<file path="src/rtl/pxu_pkg.sv">
`timescale 1ns/1ps
package pxu_pkg;
  localparam int WORD_W  = 32;
  localparam int PIX_W   = 24;
  localparam int CH_W    = 8;
  localparam int HALF_W  = WORD_W / 2;
  localparam int LANES   = WORD_W / CH_W;
  localparam int PH_W    = $clog2(LANES);
  localparam int IDX_W   = CH_W;
  localparam int LUT_AW  = IDX_W + 1;
  localparam int R5_W    = 5;
  localparam int G6_W    = 6;

  typedef enum logic [1:0] {
    MODE_RGB24  = 2'd0,
    MODE_GRAY   = 2'd1,
    MODE_CLUT   = 2'd2,
    MODE_RGB565 = 2'd3
  } pxMode_e;

  typedef struct packed {
    logic            issue;     // a pixel enters stage 1 this cycle
    logic            takeWord;  // the input word is consumed with it
    logic [PH_W-1:0] phase;     // pixel position inside the group
    logic            move2;     // stage 1 moves to the output stage
    logic            capLut;    // stalled stage 1 captures palette data
    logic            pend1;     // stage 1 waits on palette data
  } pxCtl_t;
endpackage

</file>
<file path="src/rtl/pxu_ctrl.sv">
`timescale 1ns/1ps
module pxu_ctrl
  import pxu_pkg::*;
(
  input  logic        clk,
  input  logic        rstN,
  input  logic        clear,
  input  logic [1:0]  mode,
  input  logic        inValid,
  input  logic        outReady,
  output logic        inReady,
  output logic        outValid,
  output logic        lutRead,
  output pxCtl_t      ctl
);
  logic [PH_W-1:0] phase;
  logic v1, pend1, v2;
  logic needIn, lastPh, isLut, adv2, stage1Free, issue;
  pxMode_e md;

  assign md = pxMode_e'(mode);

  always_comb begin
    case (md)
      MODE_RGB24:  needIn = (phase != PH_W'(LANES - 1));
      MODE_RGB565: needIn = (phase == '0);
      default:     needIn = (phase == '0);
    endcase
    lastPh = (md == MODE_RGB565) ? (phase == PH_W'(1))
                                 : (phase == PH_W'(LANES - 1));
  end

  assign isLut      = (md == MODE_CLUT);
  assign adv2       = v1 && (!v2 || outReady);
  assign stage1Free = !v1 || adv2;
  assign issue      = !clear && stage1Free && (!needIn || inValid);
  assign inReady    = !clear && needIn && stage1Free;
  assign lutRead    = issue && isLut;
  assign outValid   = v2;

  always_ff @(posedge clk or negedge rstN) begin
    if (!rstN) begin
      phase <= '0;
      v1    <= 1'b0;
      pend1 <= 1'b0;
      v2    <= 1'b0;
    end else if (clear) begin
      phase <= '0;
      v1    <= 1'b0;
      pend1 <= 1'b0;
      v2    <= 1'b0;
    end else begin
      if (issue) phase <= lastPh ? '0 : phase + PH_W'(1);
      if (issue) begin
        v1    <= 1'b1;
        pend1 <= isLut;
      end else if (adv2) begin
        v1    <= 1'b0;
        pend1 <= 1'b0;
      end else if (pend1) begin
        pend1 <= 1'b0;
      end
      if (adv2)          v2 <= 1'b1;
      else if (outReady) v2 <= 1'b0;
    end
  end

  always_comb begin
    ctl.issue    = issue;
    ctl.takeWord = issue && needIn;
    ctl.phase    = phase;
    ctl.move2    = adv2 && !clear;
    ctl.capLut   = pend1 && !adv2;
    ctl.pend1    = pend1;
  end
endmodule

</file>
<file path="src/rtl/pxu_dpath.sv">
`timescale 1ns/1ps
module pxu_dpath
  import pxu_pkg::*;
(
  input  logic              clk,
  input  logic              rstN,
  input  pxCtl_t            ctl,
  input  logic [1:0]        mode,
  input  logic              bank,
  input  logic [WORD_W-1:0] inWord,
  input  logic [PIX_W-1:0]  lutData,
  output logic [PIX_W-1:0]  outPixel,
  output logic [LUT_AW-1:0] lutAddr
);
  logic [WORD_W-1:0] prevWord, src;
  logic [CH_W-1:0]   lane [LANES];
  logic [CH_W-1:0]   byteSel;
  logic [HALF_W-1:0] halfSel;
  logic [PIX_W-1:0]  pix24, pixGray, pix565, direct, pix1, pix2;
  pxMode_e md;

  assign md  = pxMode_e'(mode);
  assign src = ctl.takeWord ? inWord : prevWord;

  for (genvar b = 0; b < LANES; b++) begin : gLane
    assign lane[b] = src[WORD_W-1-CH_W*b -: CH_W];
  end

  assign byteSel = lane[ctl.phase];
  assign halfSel = ctl.phase[0] ? src[HALF_W-1:0] : src[WORD_W-1:HALF_W];

  always_comb begin
    case (ctl.phase)
      2'd0:    pix24 = inWord[WORD_W-1:WORD_W-PIX_W];
      2'd1:    pix24 = {prevWord[CH_W-1:0], inWord[WORD_W-1:HALF_W]};
      2'd2:    pix24 = {prevWord[HALF_W-1:0], inWord[WORD_W-1:WORD_W-CH_W]};
      default: pix24 = prevWord[PIX_W-1:0];
    endcase
  end

  assign pixGray = {byteSel, byteSel, byteSel};
  assign pix565  = {halfSel[HALF_W-1 -: R5_W], {(CH_W-R5_W){1'b0}},
                    halfSel[R5_W+G6_W-1 -: G6_W], {(CH_W-G6_W){1'b0}},
                    halfSel[R5_W-1:0], {(CH_W-R5_W){1'b0}}};

  always_comb begin
    case (md)
      MODE_RGB24:  direct = pix24;
      MODE_GRAY:   direct = pixGray;
      MODE_RGB565: direct = pix565;
      default:     direct = '0;
    endcase
  end

  assign lutAddr  = {bank, byteSel};
  assign outPixel = pix2;

  always_ff @(posedge clk or negedge rstN) begin
    if (!rstN) begin
      prevWord <= '0;
      pix1     <= '0;
      pix2     <= '0;
    end else begin
      if (ctl.takeWord) prevWord <= inWord;
      if (ctl.issue)       pix1 <= direct;
      else if (ctl.capLut) pix1 <= lutData;
      if (ctl.move2) pix2 <= ctl.pend1 ? lutData : pix1;
    end
  end
endmodule

</file>
<file path="src/rtl/pixel_unpacker.sv">
`timescale 1ns/1ps
module pixel_unpacker
  import pxu_pkg::*;
(
  input  logic              clk,
  input  logic              rstN,
  input  logic              clear,
  input  logic [1:0]        mode,
  input  logic              bank,
  input  logic              inValid,
  output logic              inReady,
  input  logic [WORD_W-1:0] inWord,
  output logic              outValid,
  input  logic              outReady,
  output logic [PIX_W-1:0]  outPixel,
  output logic              lutRead,
  output logic [LUT_AW-1:0] lutAddr,
  input  logic [PIX_W-1:0]  lutData
);
  pxCtl_t ctl;

  pxu_ctrl uCtrl (
    .clk(clk), .rstN(rstN), .clear(clear), .mode(mode),
    .inValid(inValid), .outReady(outReady), .inReady(inReady),
    .outValid(outValid), .lutRead(lutRead), .ctl(ctl)
  );

  pxu_dpath uDpath (
    .clk(clk), .rstN(rstN), .ctl(ctl), .mode(mode), .bank(bank),
    .inWord(inWord), .lutData(lutData), .outPixel(outPixel),
    .lutAddr(lutAddr)
  );
endmodule

</file>
<file path="config.mk">
export PLATFORM = sky130hd
export DESIGN_NAME = pixel_unpacker
export DESIGN_NICKNAME = d
export VERILOG_FILES = /design/src/rtl/pxu_pkg.sv /design/src/rtl/pxu_ctrl.sv /design/src/rtl/pxu_dpath.sv /design/src/rtl/pixel_unpacker.sv
export SDC_FILE = /design/constraint.sdc
export NUM_CORES = 1
export LEC_CHECK = 0
export ABC_CLOCK_PERIOD_IN_PS = 6600
export BUFFER_PORTS_ARGS = -buffer_cell sky130_fd_sc_hd__buf_2
export CAP_MARGIN = 20
export CORE_UTILIZATION = 55
export CTS_CLUSTER_SIZE = 14
export DETAILED_ROUTE_END_ITERATION = 8
export HOLD_SLACK_MARGIN = 0.08
export PLACE_DENSITY = 0.87
export SYNTH_ARGS = -nofsm -noshare
export SYNTH_HDL_FRONTEND = slang
export SYNTH_HIERARCHICAL = 1
export SYNTH_SLANG_ARGS = --single-unit
export TNS_END_PERCENT = 100
</file>
<file path="constraint.sdc">
create_clock -name clk -period 6.6 [get_ports clk]
set_input_delay 0.33 -clock clk [delete_from_list [all_inputs] [get_ports clk]]
set_output_delay 0.33 -clock clk [all_outputs]
set_load 0.01 [all_outputs]
</file>
### Word-level counts from Yosys, hierarchy flattened

Cells that the tools add are included.

* bits in registers: 85
* output and inout port bits: 36
* logic and storage cells: 63

* add/subtract/negate cells: 1
* $lt $le $gt $ge: 1
* equality and inequality tests: 7
* muxes and demuxes: 23
* bitwise gates (word level): 1
* reductions and logical operators: 23

Operator list (number)
* 24-bit case mux with 3 select lines: 2
* 24-bit 2-to-1 mux: 3
* 32-bit 2-to-1 mux: 1
* 8-bit binary-select mux with 2-bit select: 1
* 16-bit 2-to-1 mux: 1
* 8-bit 2-to-1 mux: 2
* 1-bit 2-to-1 mux: 10
* 1-bit logical AND: 9
* 2-bit equality test, second input constant: 4
* 2-bit 2-to-1 mux: 3
* 3-bit nonzero test: 2
* 1-bit zero test: 5
* 2-bit by 1-bit equality test with 1-bit output, second input constant: 2
* 2-bit zero test: 2
* 2-bit nonzero test: 2
* 3-bit greater-or-equal comparator, second input constant: 1
* 1-bit logical OR: 3
* 2-bit inverter with 3-bit output: 1
* 2-bit by 1-bit adder with 2-bit output, second input constant: 1
* 2-bit inequality test, second input constant: 1

### Longest topological paths before layout

Gate-level depths: netlist of run 1.

* depth after elaboration: 13
* mapped depth: 12
* depth with buffers taken out: 10

### By module

Netlist of run 1, hierarchy kept.

By module, submodules not included
* pxu_dpath: instances 1, cells each 493, area an instance 4868.4 sq um
* pxu_ctrl: instances 1, cells each 44, area an instance 374.1 sq um

### Worst setup path after synthesis of run 1

OpenSTA, ideal clock, no wires.

* kind: flip-flop to output port
* from: register uCtrl.phase[0]
* to: output lutAddr[0]
* arrival: 2.687 ns
* required time: 6.270 ns
* setup slack: 3.583 ns
* stages on the path, launching flop included: 8
* buffers on the path: 1
* cell sequence: dfrtp_1 > ha_1 > or3_1 > a221oi_1 > and2_1 > buf_6 > mux2_2 > mux4_2

RTL lines
* start, declared: line pxu_ctrl.sv:16 `logic [PH_W-1:0] phase;`
* start signal, assigned: line pxu_ctrl.sv:53 `if (issue) phase <= lastPh ? '0 : phase + PH_W'(1);`
* end, declared: line pixel_unpacker.sv:17 `output logic [LUT_AW-1:0] lutAddr,`

==> implementation parameters, run 1 <==
Parameter                              Value

Outcome
  Outcome    finished, final reports clean

CTS
  Setup repair bufs after CTS    0
  Clock Root Buffer    sky130_fd_sc_hd__clkbuf_8
  Number of buffers added by the clock tree synthesis step    9
  Clock-pin transition on the worst setup and hold timing paths    90 ps
  TritonCTS clock tree    yes
  H-tree lvl count    3
  Number of sinks driven by the clock tree    85
  Source-to-sink clock delay at the later pin of the worst-skew pair    380 ps
  Deepest clock path buffer count    2

Floorplan
  Area of the die    0.009926 mm²
  Core outline area    0.009240 mm²
  Die span in x    99.63 µm
  Top Ports    100
  Overall die height    99.63 µm
  Initial Utilization    56.74%
  Row count    35

Setup path
  Crit end category    primary output
  Worst-path cell with the longest stage delay    sky130_fd_sc_hd__and2_2
  Critical register-to-register path startpoint    uCtrl/phase[1]$_DFFE_PN0P_
  Max stage delay on crit path    880 ps
  Family of cells with the greatest summed delay on the critical path    multiplexers
  Highest net fanout along the worst path    51
  Capturing point of the worst reg2reg path    uDpath/pix1[12]$_DFFE_PN0P_
  Crit path required time    6270 ps
  Type of origin of the critical path    flop
  Cells along the critical path    buf_4 > inv_1 > ha_1 > o21ai_0 > a221oi_1 > and2_2 > mux2_2 > mux4_2 > buf_2
  Flop-to-flop setup slack    2890 ps
  Crit Path Class    flop to primary output
  Number of cells traversed by the worst register-to-register path    10
  Buffers & Inverters on Critical Path    3
  Arrival @ worst endpoint    3900 ps

Min path
  Worst hold path endpoint    uCtrl/outValid$_DFFE_PN0P_
  Worst min path class    input pin to flop
  Worst min-delay path startpoint    clear
  Number of cells on the worst hold path    2

Place
  Number of buffers inserted by port buffering    97
  Post-DP Area    0.005734 mm²
  Total half-perimeter wirelength after legalization and detailed placement    9.918 mm
  Weighted congestion at the end of routability-driven global placement    0.9867

Synth
  Leading register cell type out of synthesis    sky130_fd_sc_hd__dfrtp_1
  Largest family of logic cells by synthesized area    multiplexers
  Register area share after synthesis    40.57%
  Flip-flop and latch count after synthesis    85
  Synth unique cells    49
  Simple-Gate Fraction of Synth Area    9.499%
  Area fraction in compound gates after synthesis    19.00%
  Warnings, synthesis    6
  Asr flop ratio synth    100.0%
  Adder-Cell Fraction of Synth Area    0.4773%
  Top area cells in the synthesized netlist    sky130_fd_sc_hd__dfrtp_1 41%, sky130_fd_sc_hd__mux2i_1 14%, sky130_fd_sc_hd__a21oi_1 6.0%
  Area share of xor/xnor cells in the synthesized design    0%
  Number of nets produced by synthesis    603
  Instance count of the mapped netlist    537
  Count of flip-flops with a built-in enable after synthesis    0
  Post-Syn Area    0.005243 mm²
  Fraction of post-synthesis cell area in the top cell type by area    40.57%
  Multiplexer share of the synthesized area    23.51%
  Mean cell area of the mapped netlist    9.763 µm²
  Post-synthesis cell type with the largest combined area    sky130_fd_sc_hd__dfrtp_1

Routing
  Total DRC errors in the routed layout    0
  Post-route ant nets    0
  Total length of routed wires    14.00 mm
  Starting DRC count in detailed routing    443
  First drt pass iteration count    7
  Via count    4571
  Post-detailed-route via-to-cell ratio    6.127
  Wire length per cell    18.77 µm

Global routing
  Total congestion overflow after global routing    0
  Maximum number of pins on one net before global-route repair    86
  Via count of the first global-routing pass    4403
  Global Route Usage Sum    29.60%
  Wire length of the first global-routing pass    22.77 mm
  Number of antenna violations at the first check in global routing    0

Cells and area
  Final instance area    0.005971 mm²
  Nets    678
  Fraction of final layout cells with drive strength greater than 1    26.09%
  Core Util, Final    64.62%
  Number of antenna repair diodes    0
  Filler cell count in the final layout    746
  P&R area growth vs syn    13.89%

Power
  Power density over cell area    345.7 mW/mm²
  IR drop worst, VDD    0.1461 mV
  Lkg Pwr    2.557 nW

STA
  Maximum achievable frequency    0.2361 GHz
  Total setup violations reported at the end of the flow    0
  Worst Skew    15.40 ps
  Post-route clock period utilization    64.17%
  Relative slew margins    32.67%
  Slew of the pin with the lowest slew margin    1010 ps
  Setup tns final    0 ps
  Setup repair after global routing missed its margin    false
  Period minus WS final    4235 ps
  Number of max-slew violations in the final report    0
  Number of failing hold endpoints at the final stage    0

Flow run
  Number of max-capacitance violations reported    0
-- state kept, by name, summed over array words and instances, names as in the netlist --
signal,cells
uCtrl/phase,2
uCtrl/outValid,1
uDpath/outPixel,24
uDpath/pix1,24
uDpath/prevWord,32
uCtrl/pend1,1
uCtrl/v1,1
-- cell type report --
type | count | area [µm²] | share of cell area (%)
inverter | 41 | 153.9 | 2.578
clock buffer | 9 | 123.9 | 2.075
tap | 129 | 161.4 | 2.703
clock inverter | 7 | 82.58 | 1.383
multi-input combinational | 370 | 2758 | 46.19
timing repair buffer | 105 | 563.0 | 9.430
sequential | 85 | 2128 | 35.65
-- report_power, final --
part	switching, W	internal [W]
Combinational	0.000491	0.000375
Clock	0.000212	0.000180
Sequential	0.000108	0.000698
Total	0.000811	0.00125
-- synth_stat cells (3+ instances only) --
master and number:
sky130_fd_sc_hd__a21oi_2 3, sky130_fd_sc_hd__and2_1 5, sky130_fd_sc_hd__mux2_1 5, sky130_fd_sc_hd__nor2_1 41, sky130_fd_sc_hd__mux2_2 10, sky130_fd_sc_hd__inv_1 39
sky130_fd_sc_hd__o21ai_0 11, sky130_fd_sc_hd__nor3_1 5, sky130_fd_sc_hd__buf_1 6, sky130_fd_sc_hd__or2_1 6, sky130_fd_sc_hd__o22ai_1 31, sky130_fd_sc_hd__nand2b_1 4
sky130_fd_sc_hd__nor2b_1 6, sky130_fd_sc_hd__dfrtp_1 85, sky130_fd_sc_hd__clkbuf_1 14, sky130_fd_sc_hd__a31oi_1 8, sky130_fd_sc_hd__buf_2 12, sky130_fd_sc_hd__mux4_2 9
sky130_fd_sc_hd__buf_4 7, sky130_fd_sc_hd__mux2_4 10, sky130_fd_sc_hd__mux2i_1 71, sky130_fd_sc_hd__a21oi_1 63, sky130_fd_sc_hd__o2bb2ai_1 12, sky130_fd_sc_hd__nand2_1 20
sky130_fd_sc_hd__a211oi_1 8, sky130_fd_sc_hd__o221ai_1 8, sky130_fd_sc_hd__o21ai_1 6
-- layout by cell type, fill, tap and decap left out, types with 3 or more instances in the layout --
cell and instances:
sky130_fd_sc_hd__mux4_2 9, sky130_fd_sc_hd__a21oi_2 3, sky130_fd_sc_hd__nor3_1 5, sky130_fd_sc_hd__o221ai_1 8, sky130_fd_sc_hd__clkbuf_8 9, sky130_fd_sc_hd__o2bb2ai_1 12, sky130_fd_sc_hd__mux2_4 10, sky130_fd_sc_hd__or2_1 6
sky130_fd_sc_hd__a31oi_1 8, sky130_fd_sc_hd__mux2_1 5, sky130_fd_sc_hd__dfrtp_1 84, sky130_fd_sc_hd__o22ai_1 31, sky130_fd_sc_hd__a21oi_1 63, sky130_fd_sc_hd__and2_1 4, sky130_fd_sc_hd__o21ai_0 11, sky130_fd_sc_hd__nor2b_1 6
sky130_fd_sc_hd__buf_2 96, sky130_fd_sc_hd__a211oi_1 8, sky130_fd_sc_hd__nand2_1 20, sky130_fd_sc_hd__nand2b_1 4, sky130_fd_sc_hd__mux2i_1 71, sky130_fd_sc_hd__o21ai_1 6, sky130_fd_sc_hd__buf_4 7, sky130_fd_sc_hd__mux2_2 10
sky130_fd_sc_hd__nor2_1 39, sky130_fd_sc_hd__inv_1 39
-- kinds of logic after synthesis --
group,count (synthesis)
AO/OA/AOI/OAI,160
multiplexers,105
AND/OR/NAND/NOR,103
flip-flops,85
buffers and inverters,82
adder cells (fa/ha/maj),2
-- metal layers --
layer | wire length [µm] | GRT usage, %
met1 | 6115 | 41.26
met2 | 6173 | 44.28
met3 | 1261 | 6.746
met4 | 449 | 13.24
met5 | 0 | 0
-- worst max path at each step --
| stage | from | slack [ps] | depth (start not counted) | end |
|---|---|---|---|---|
| after floorplan | uCtrl/phase[0]$_DFFE_PN0P_ | 3580 | 7 | lutAddr[0] |
| after global placement | uCtrl/phase[1]$_DFFE_PN0P_ | 2910 | 9 | lutAddr[0] |
| after detailed placement | uCtrl/phase[1]$_DFFE_PN0P_ | 2760 | 9 | lutAddr[0] |
| after CTS | uCtrl/phase[1]$_DFFE_PN0P_ | 2350 | 9 | lutAddr[0] |
| after global routing | uCtrl/phase[1]$_DFFE_PN0P_ | 2140 | 9 | lutAddr[0] |
| final | uCtrl/phase[1]$_DFFE_PN0P_ | 2370 | 9 | lutAddr[0] |
-- what timing repair did --
action                    CTS  global route
hold buffers                0             1
hold endpoints to repair    0            41
gates resized for setup     0             0
-- stage by stage --
stage	hold WS (ps)	power [W]	std cells	setup WS, ps
5_1_grt	220.2	0.002189	746	2143
3_3_place_gp	483.9	0.001619	727	2905
6_report	212.0	0.002064	746	2365
4_1_cts	191.0	0.002046	744	2351
2_1_floorplan	34.41	0.001388	537	3583
3_5_place_dp	486.6	0.001654	728	2756
No activity file was read; power rests on OpenSTA's default activity.
==> run 2, diff against run 1 <==
--- a/config.mk
+++ b/config.mk
@@ -5,7 +5,7 @@
 export SDC_FILE = /design/constraint.sdc
 export NUM_CORES = 1
 export LEC_CHECK = 0
-export ABC_CLOCK_PERIOD_IN_PS = 6600
+export ABC_CLOCK_PERIOD_IN_PS = 4200
 export BUFFER_PORTS_ARGS = -buffer_cell sky130_fd_sc_hd__buf_2
 export CAP_MARGIN = 20
 export CORE_UTILIZATION = 55
==> constraint.sdc (replaced) <==
create_clock -name clk -period 4.2 [get_ports clk]
set_input_delay 0.21 -clock clk [delete_from_list [all_inputs] [get_ports clk]]
set_output_delay 0.21 -clock clk [all_outputs]
set_load 0.01 [all_outputs]
==> run 2 against run 1 <==
  * Design area up 0.25%
  * Sequential share of layout area is 0.089 points lower
  * Cell count grew 0.27%
  * Clock power increased by 49%
  * Non-clock buffer count is 2 higher
  * Die area is the same
  * Global-route usage up 1.1 points
  * Power increased by 57%
  * First-iteration DRC count grew 37%
  * Routed wire length is 4.6% higher
  * Hold slack lost 97 ps
  * Critical path depth is the same
==> implementation parameters, run 2 (synthesized netlist as in run 1, its figures left out) <==
Parameter                              Value

Outcome
  Outcome    finished, final reports clean

Routing
  Wire length per cell    19.57 µm (+4.3%)
  Length of routed met3 wiring    1.454 mm (+15%)
  Met1 Wirelength    6.173 mm (+0.95%)
  DR top layer    met4
  Post-route ant nets    0 (unchanged)
  Starting DRC count in detailed routing    609 (+37%)
  Post-detailed-route via-to-cell ratio    6.281 (+2.5%)
  Total length of routed wires    14.64 mm (+4.6%)
  First drt pass iteration count    6 (-1)
  Total DRC errors in the routed layout    0 (unchanged)
  Via count    4698 (+2.8%)
  Met2 wire length    6.473 mm (+4.9%)

Place
  Weighted congestion at the end of routability-driven global placement    0.9391 (-4.8%)
  Number of buffers inserted by port buffering    97 (unchanged)
  Total half-perimeter wirelength after legalization and detailed placement    10.48 mm (+5.7%)
  Number of cells in the design after placement    730 (+0.27%)

Flow run
  Number of max-capacitance violations reported    0 (unchanged)

CTS
  Number of sinks driven by the clock tree    85 (unchanged)
  Setup repair bufs after CTS    0 (unchanged)
  TritonCTS clock tree    yes
  Clock-pin transition on the worst setup and hold timing paths    90 ps (about the same)
  H-tree lvl count    3 (unchanged)
  Source-to-sink clock delay at the later pin of the worst-skew pair    350 ps (-30 ps)
  Clock Root Buffer    sky130_fd_sc_hd__clkbuf_8
  Deepest clock path buffer count    2 (unchanged)
  Number of buffers added by the clock tree synthesis step    9 (unchanged)

Global routing
  Global Route Usage Sum    30.68% (+1.1 points)
  Wire length of the first global-routing pass    23.54 mm (+3.4%)
  Maximum number of pins on one net before global-route repair    86 (unchanged)
  Number of antenna violations at the first check in global routing    0 (unchanged)
  Via count of the first global-routing pass    4482 (+1.8%)
  Total congestion overflow after global routing    0 (unchanged)

Power
  Cell Int Power    0.001970 W (+57%)
  Total Power    0.003236 W (+57%)
  Combinational cell fraction of total power    42.7% (+0.7 points)
  Power density over cell area    540.7 mW/mm² (+56%)
  Lkg Pwr    2.566 nW (+0.37%)
  IR drop worst, VDD    0.3001 mV (+110%)
  Share of total power in the clock network    18.1% (-0.9 points)
  Power dissipated by switching net loads    0.001266 W (+56%)
  Sequential fraction of design power    39.2% (+0.2 points)
  Fraction of power spent switching nets    39.13% (-0.14 points)

STA
  Relative slew margins    44.21% (+12 points)
  Number of failing hold endpoints at the final stage    0 (unchanged)
  Total setup violations reported at the end of the flow    0 (unchanged)
  Worst Skew    9.572 ps (-5.833 ps)
  Period minus WS final    3875 ps
  Setup tns final    0 ps (unchanged)
  Setup repair after global routing missed its margin    false
  Post-Route Hold Slack    115.2 ps (-96.73 ps)
  Slew of the pin with the lowest slew margin    833.8 ps (-176.1 ps)
  Number of max-slew violations in the final report    0 (unchanged)
  Maximum achievable frequency    0.2580 GHz
  Post-route clock period utilization    92.27%

Setup path
  Highest net fanout along the worst path    23 (-55%)
  Crit path required time    3990 ps (-2280 ps)
  Arrival @ worst endpoint    3670 ps (-230 ps)
  Crit Path Class    flop to primary output
  Cells along the critical path    ha_1 > or3_1 > a221oi_1 > and2_2 > buf_4 > mux2i_1 > o22ai_1 > or2_1 > buf_2
  Family of cells with the greatest summed delay on the critical path    simple AND/OR/NAND/NOR gates
  Type of origin of the critical path    flop
  Buffers & Inverters on Critical Path    2 (-1)
  Max stage delay on crit path    710 ps (-170 ps)
  Critical register-to-register path startpoint    uCtrl/phase[0]$_DFFE_PN0P_
  Worst-path cell with the longest stage delay    sky130_fd_sc_hd__and2_2
  Crit path launch    uCtrl/phase[0]$_DFFE_PN0P_
  Crit end category    primary output

Cells and area
  Nets    680 (+0.29%)
  Number of flip-flops under the largest register name    32 (unchanged)
  Commonest cells after routing, fill and taps aside    96 x sky130_fd_sc_hd__buf_2, 84 x sky130_fd_sc_hd__dfrtp_1, 71 x sky130_fd_sc_hd__mux2i_1
  Area occupied by registers    0.002128 mm² (unchanged)
  Register name with the most flops    uDpath/prevWord
  Number of antenna repair diodes    0 (unchanged)
  Core Util, Final    64.78% (+0.16 points)
  Fraction of final layout cells with drive strength greater than 1    26.17% (+0.077 points)
  Multi-input gate area in the final layout    0.002758 mm² (unchanged)
  Final non-filler cell total    748 (+0.27%)
  P&R area growth vs syn    14.18%
  Most common library cell in the layout ignoring fill and taps    sky130_fd_sc_hd__buf_2
  Filler cell count in the final layout    764 (+2.4%)

Floorplan
  Area of the die    0.009926 mm² (unchanged)
  Overall die height    99.63 µm (unchanged)
  Top Ports    100 (unchanged)
  Core outline area    0.009240 mm² (unchanged)
  Row count    35 (unchanged)
  Initial Utilization    56.74% (unchanged)
  Die span in x    99.63 µm (unchanged)

Min path
  Worst min path class    input pin to flop
  Worst min-delay path startpoint    clear
-- run 2: cell count changes in the layout (fill, tap and decap cells not counted), sizes merged --
cell,change
clkinv,-1
clkbuf,+1
buf,+2
-- run 2: per-stage QoR --
step	setup slack [ps]	cell area (µm²)
floorplan	1217	5243
detailed placement	770.3	5749
finish	324.6	5986
global placement	939.3	5749
CTS	368.1	5948
global route	200.2	5986
-- run 2: metal layers --
layer  vias up  track usage, %
met3        48           6.395
met4         0           13.80
li1       2116               -
met2       287           45.19
met1      2247           43.73
met5         -               0
-- run 2: path summary, 6_finish.rpt --
path | to | slack (ps) | depth (start not counted)
hold reg to reg | uDpath/prevWord[31]$_DFF_PN0_ | 520 | 1
hold / removal | uCtrl/outValid$_DFFE_PN0P_ | 120 | 2
min in group asynchronous | uDpath/outPixel[3]$_DFFE_PN0P_ | 240 | 2
max in group asynchronous | uCtrl/phase[1]$_DFFE_PN0P_ | 3320 | 3
setup / recovery | lutAddr[2] | 320 | 9
setup reg to reg | uDpath/pix1[18]$_DFFE_PN0P_ | 630 | 9
-- run 2: power groups by stage --
stage	logic, W	clock network (W)	registers, W
floorplan	0.000898	0	0.00128
global placement	0.00131	0	0.00126
detailed placement	0.00134	0	0.00128
CTS	0.00135	0.000597	0.00126
global route	0.00150	0.000635	0.00130
finish	0.00138	0.000586	0.00127
-- run 2: timing repair --
action / 4_1_cts / 5_1_grt
endpoints found under the hold margin: 0 / 78
resized for setup: 0 / 0
hold buffers: 0 / 1
setup endpoints to repair: 0 / 0
-- run 2: area by class of cell --
class | instances | share of cell area, %
Timing Repair Buffer | 107 | 9.783
Tap cell | 129 | 2.696
Inverter | 41 | 2.571
Sequential cell | 85 | 35.56
Clock buffer | 10 | 2.132
Multi-Input combinational cell | 370 | 46.07
Clock inverter | 6 | 1.191
